--- src/rtl/dram_seq_ctrl.sv ---
module dram_seq_ctrl #(
  parameter int ADDR_W = 16,
  parameter int T_ASR  = 1,
  parameter int T_RAH  = 1,
  parameter int T_ASC  = 1,
  parameter int T_CAS  = 2,
  parameter int T_RP   = 2,
  parameter int T_CSR  = 1,
  parameter int T_RFR  = 3,
  parameter int REFI   = 1875
) (
  input  logic                 clk,
  input  logic                rst_n,
  input  logic                req,
  input  logic                wr,
  input  logic [ADDR_W-1:0]   addr,
  output logic                ready,
  output logic [ADDR_W/2-1:0] dram_addr,
  output logic                ras_n,
  output logic                cas_n,
  output logic                we_n
);
  localparam int HW = ADDR_W / 2;
  localparam int CW = 8;
  localparam int RW = $clog2(REFI + 1);

  typedef enum logic [3:0] {
    S_IDLE, S_ROW, S_RHOLD, S_COL, S_CAS, S_RCAS, S_RRAS, S_PRE
  } st_t;

  st_t st, nxt;
  logic [CW-1:0] cnt, dl;
  logic [RW-1:0] ref_cnt;
  logic          ref_pend;
  logic [HW-1:0] row_q, col_q;
  logic          wr_q;
  logic          done;

  assign done = (cnt == '0);

  always_comb begin
    nxt = st;
    case (st)
      S_IDLE:  if (ref_pend) nxt = S_RCAS; else if (req) nxt = S_ROW;
      S_ROW:   if (done) nxt = S_RHOLD;
      S_RHOLD: if (done) nxt = S_COL;
      S_COL:   if (done) nxt = S_CAS;
      S_CAS:   if (done) nxt = S_PRE;
      S_RCAS:  if (done) nxt = S_RRAS;
      S_RRAS:  if (done) nxt = S_PRE;
      S_PRE:   if (done) nxt = S_IDLE;
      default: nxt = S_IDLE;
    endcase
  end

  always_comb begin
    case (nxt)
      S_ROW:   dl = CW'(T_ASR - 1);
      S_RHOLD: dl = CW'(T_RAH - 1);
      S_COL:   dl = CW'(T_ASC - 1);
      S_CAS:   dl = CW'(T_CAS - 1);
      S_RCAS:  dl = CW'(T_CSR - 1);
      S_RRAS:  dl = CW'(T_RFR - 1);
      S_PRE:   dl = CW'(T_RP - 1);
      default: dl = '0;
    endcase
  end

  always_ff @(posedge clk) begin
    if (!rst_n) begin
      st    <= S_IDLE;
      cnt   <= '0;
      row_q <= '0;
      col_q <= '0;
      wr_q  <= 1'b0;
    end else begin
      st <= nxt;
      if (nxt != st) cnt <= dl;
      else if (!done) cnt <= cnt - 1'b1;
      if (st == S_IDLE && nxt == S_ROW) begin
        row_q <= addr[ADDR_W-1:HW];
        col_q <= addr[HW-1:0];
        wr_q  <= wr;
      end
    end
  end

  always_ff @(posedge clk) begin
    if (!rst_n) begin
      ref_cnt  <= RW'(REFI - 1);
      ref_pend <= 1'b0;
    end else begin
      if (ref_cnt == '0) ref_cnt <= RW'(REFI - 1);
      else ref_cnt <= ref_cnt - 1'b1;
      if (ref_cnt == '0) ref_pend <= 1'b1;
      else if (st == S_IDLE && ref_pend) ref_pend <= 1'b0;
    end
  end

  assign dram_addr = (st == S_COL || st == S_CAS) ? col_q : row_q;
  assign ras_n = !(st == S_RHOLD || st == S_COL || st == S_CAS || st == S_RRAS);
  assign cas_n = !(st == S_CAS || st == S_RCAS || st == S_RRAS);
  assign we_n  = !(wr_q && (st == S_COL || st == S_CAS));
  assign ready = (st == S_CAS) && done;
endmodule

--- config.mk ---
export PLATFORM = sky130hd
export DESIGN_NAME = dram_seq_ctrl
export DESIGN_NICKNAME = d
export VERILOG_FILES = /design/src/rtl/dram_seq_ctrl.sv
export SDC_FILE = /design/constraint.sdc
export NUM_CORES = 1
export LEC_CHECK = 0
export BUFFER_PORTS_ARGS = -buffer_cell sky130_fd_sc_hd__buf_4
export CAP_MARGIN = 20
export CELL_PAD_IN_SITES_DETAIL_PLACEMENT = 1
export CELL_PAD_IN_SITES_GLOBAL_PLACEMENT = 1
export CORE_ASPECT_RATIO = 0.8
export CORE_MARGIN = 2
export CORE_UTILIZATION = 35
export CTS_BUF_LIST = sky130_fd_sc_hd__clkbuf_8
export CTS_CLUSTER_SIZE = 16
export DETAILED_ROUTE_END_ITERATION = 7
export PLACE_DENSITY_LB_ADDON = 0.3
export SLEW_MARGIN = 30
export SYNTH_ARGS = -nofsm -noshare
export SYNTH_HDL_FRONTEND = slang
export SYNTH_SLANG_ARGS = --single-unit
--- constraint.sdc ---
create_clock -name clk -period 1.9 [get_ports clk]
set_input_delay 0.095 -clock clk [delete_from_list [all_inputs] [get_ports clk]]
set_output_delay 0.095 -clock clk [all_outputs]
set_load 0.01 [all_outputs]
==> out/qor.yml <==
synth:
  synth_ff_type: "dfxtp_1"
  synth_area_um2: 1910
  synth_edf_count: 0
  ys_seq_elements: 41
  avgSynthCellArea_um2: 9.39
  synthArstFlopShare_pct: 0
  synth_nets: 225
  synth_cell_types: 42
  yosysTopAreaCellShare_pct: 43.1
  synthCells: 203
  yosysSeqAreaShare_pct: 43.1
  yosys.cell_count.top_type: "dfxtp_1"
  yosysWarnings: 0
  synth_top_area_cell: "dfxtp_1"
  netlist_top_cells_area: "dfxtp_1, mux2i_1, nor2b_1"
  synth_common_cells: "dfxtp_1, nor2_1, mux2i_1, nor2b_1, nand2_1"
global_route:
  grt_max_degree: 26
  grt_pass1_wl_um: 8110
  grt_pass1_vias: 1672
  grt_usage_pct: 17.3
  overflow: 0
  grt_antenna_before_repair: 0
setup_path:
  r2r-end: "cnt[1]"
  cp.arrival_ns: 2.20
  r2r-start: "cnt[5]"
  cp-end-kind: "flip-flop"
  setup.worst_path.start_class: "flip-flop"
  required_ns: 2.12
  r2r_slack_ns: -0.07
  critPathKind: "reg -> reg"
  crit_path_max_fanout: 3
  reg2reg_depth: 5
power_and_ir_drop:
  p_per_area_nw_per_um2: 774
  intPower_w: 0.00143
  finalPower_w: 0.00204
  combPwrFrac_pct: 25.4
  switching_power_w: 0.000605
  clockPowerShare_pct: 28.5
  p_leak_nw: 1.15
  irDropWorstVdd_mv: 0.328
  switching_share_pct: 29.7
  p_seq_share_pct: 46.1
die:
  core-area_um2: 5120
  fp.dieArea_um2: 6050
  die_height_um: 70.0
  die_w_um: 86.5
  initial_core_util_pct: 37.2
  rows: 23
  ios: 32
clocking:
  cts.sinks: 41
  htreeDepth: 2
  clk_latency_ns: 0.31
  cts_hold_buffers: 0
  clk_path_buf_depth: 2
  path_clk_slew_ns: 0.08
  cts_root_buf: "clkbuf_8"
  cts_made_buffers: 5
  cts_tree: "yes"
timing:
  setup_viol: 3
  fmax_mhz: 507
  skew_ns: 0.00758
  period_needed_ns: 1.97
  whs_ns: 0.0413
  fin_ws_ns: -0.0736
  slew_violations: 0
  hold_viol: 0
  rsz0062_at_grt: "yes"
  period_share_pct: 104
worst_hold_path:
  min_to: "row_q[0]"
  min_from: "addr[8]"
  hold_path_depth: 3
  hp-class: "in -> reg"
place:
  dp.final_hpwl_um: 3610
  dpl.cell_count: 316
  gp_congestion: 0.809
  post-place-ws_ns: -0.0523
  port_buffers: 31
detailed_routing:
  drt_iter0_drc: 36
  post_drt_via_cell_ratio: 4.94
  firstDrtPassIters: 4
  drtAntennaViolNets: 0
  drc_errors: 0
  vias: 1621
  wl_per_cell_um: 15.4
  routed_wl_um: 5050
finish:
  nFillCells: 602
  num_antenna_cells: 0
  drive_gt1_share_pct: 41.4
  final_core_util_pct: 51.4
  area_growth_pct: 38.1
  fin_cells: 328
  nNetsFinal: 287
run_status:
  status: "finished, violations left"
  violations: "setup timing"
job:
  maxCapViolations: 0
## metal layers
metal	share of wire, %	vias to the layer above	global-route usage [%]
met2	47	18	27.6
met1	49	775	22.6
met4	1.7	0	7.29
met3	2.2	7	3.55
met5	0	-	0
li1	-	821	-
## cell type report
cell class                      count  area (um^2)  share of cell area (%)
Clock inverter                      3         17.5                   0.666
Inverter                            7         26.3                   0.999
Clock buffer                        5         68.8                    2.62
Multi-Input combinational cell    147         1120                    42.5
Timing Repair Buffer               63          495                    18.8
Tap cell                           62         77.6                    2.95
Sequential cell                    41          828                    31.5
## worst max-delay path by stage
stage,startpoint,end,slack [ns]
2_1_floorplan,cnt[3],cnt[1],-0.03
3_3_place_gp,cnt[3],cnt[1],-0.01
3_5_place_dp,cnt[3],cnt[1],-0.05
4_1_cts,cnt[5],cnt[1],-0.08
5_1_grt,cnt[5],cnt[1],-0.11
6_report,cnt[5],cnt[1],-0.07
## power groups by stage
stage	Clock [W]	Combinational (W)	Sequential [W]
2_1_floorplan	0	0.000270	0.000952
3_3_place_gp	0	0.000450	0.000952
3_5_place_dp	0	0.000462	0.000954
4_1_cts	0.000600	0.000496	0.000937
5_1_grt	0.000644	0.000566	0.000945
6_report	0.000581	0.000518	0.000938
## sequential cells by signal, summed over array words and instances, names as in the netlist
signal and cells:
ref_cnt 11, cnt 8, ref_pend 1, st 4
col_q 8, row_q 8, wr_q 1
## cell families (layout without fill, tap and decap cells)
| logic type | after synthesis | after routing | synth area share (%) |
|---|---|---|---|
| XOR/XNOR | 11 | 11 | 5.06 |
| adder cells (fa/ha/maj) | 2 | 2 | 1.31 |
| multiplexers | 26 | 26 | 14.2 |
| AO/OA/AOI/OAI | 23 | 23 | 8.87 |
| other | 1 | 1 | 0.197 |
| flip-flops | 41 | 41 | 43.1 |
| AND/OR/NAND/NOR | 84 | 84 | 23.0 |
| buffers and inverters | 15 | 78 | 4.33 |
## worst max-delay path, cell delays in order, from the launching register on
cell and delay, ns:
dfxtp_2 0.32, or4_4 0.54, or4b_4 0.51, a31oi_4 0.19, inv_2 0.05, o41ai_2 0.28
## what timing repair did
action                     CTS  global route
resized for setup           26            14
setup endpoints to repair   19            27
pin swaps                    5             3
gates cloned                 1             0
setup buffers                2             1
## through the flow
step | area, um^2 | setup TNS (ns)
2_1_floorplan | 1920 | -0.0304
3_3_place_gp | 2380 | -0.0144
3_5_place_dp | 2380 | -0.218
4_1_cts | 2570 | -0.256
5_1_grt | 2630 | -0.302
6_report | 2630 | -0.146
## layout by cell type, fill, tap and decap left out, types with 2 or more instances in the layout
cell	n
a21oi_1	5
a21oi_2	2
buf_4	57
buf_6	6
clkbuf_8	5
clkinv_2	2
dfxtp_1	35
dfxtp_2	6
ha_2	2
inv_1	6
mux2_2	3
mux2_4	5
mux2i_1	18
nand2_1	12
nand3_1	5
nand4_1	2
nor2_1	23
nor2_4	2
nor2b_1	18
nor3_1	3
nor3_2	2
nor3b_2	2
o21ai_0	4
o31ai_1	2
o41ai_2	2
or3_1	2
or4_4	2
xnor2_1	7
xor2_1	4
Note: power is estimated with default switching activity, not from simulation.
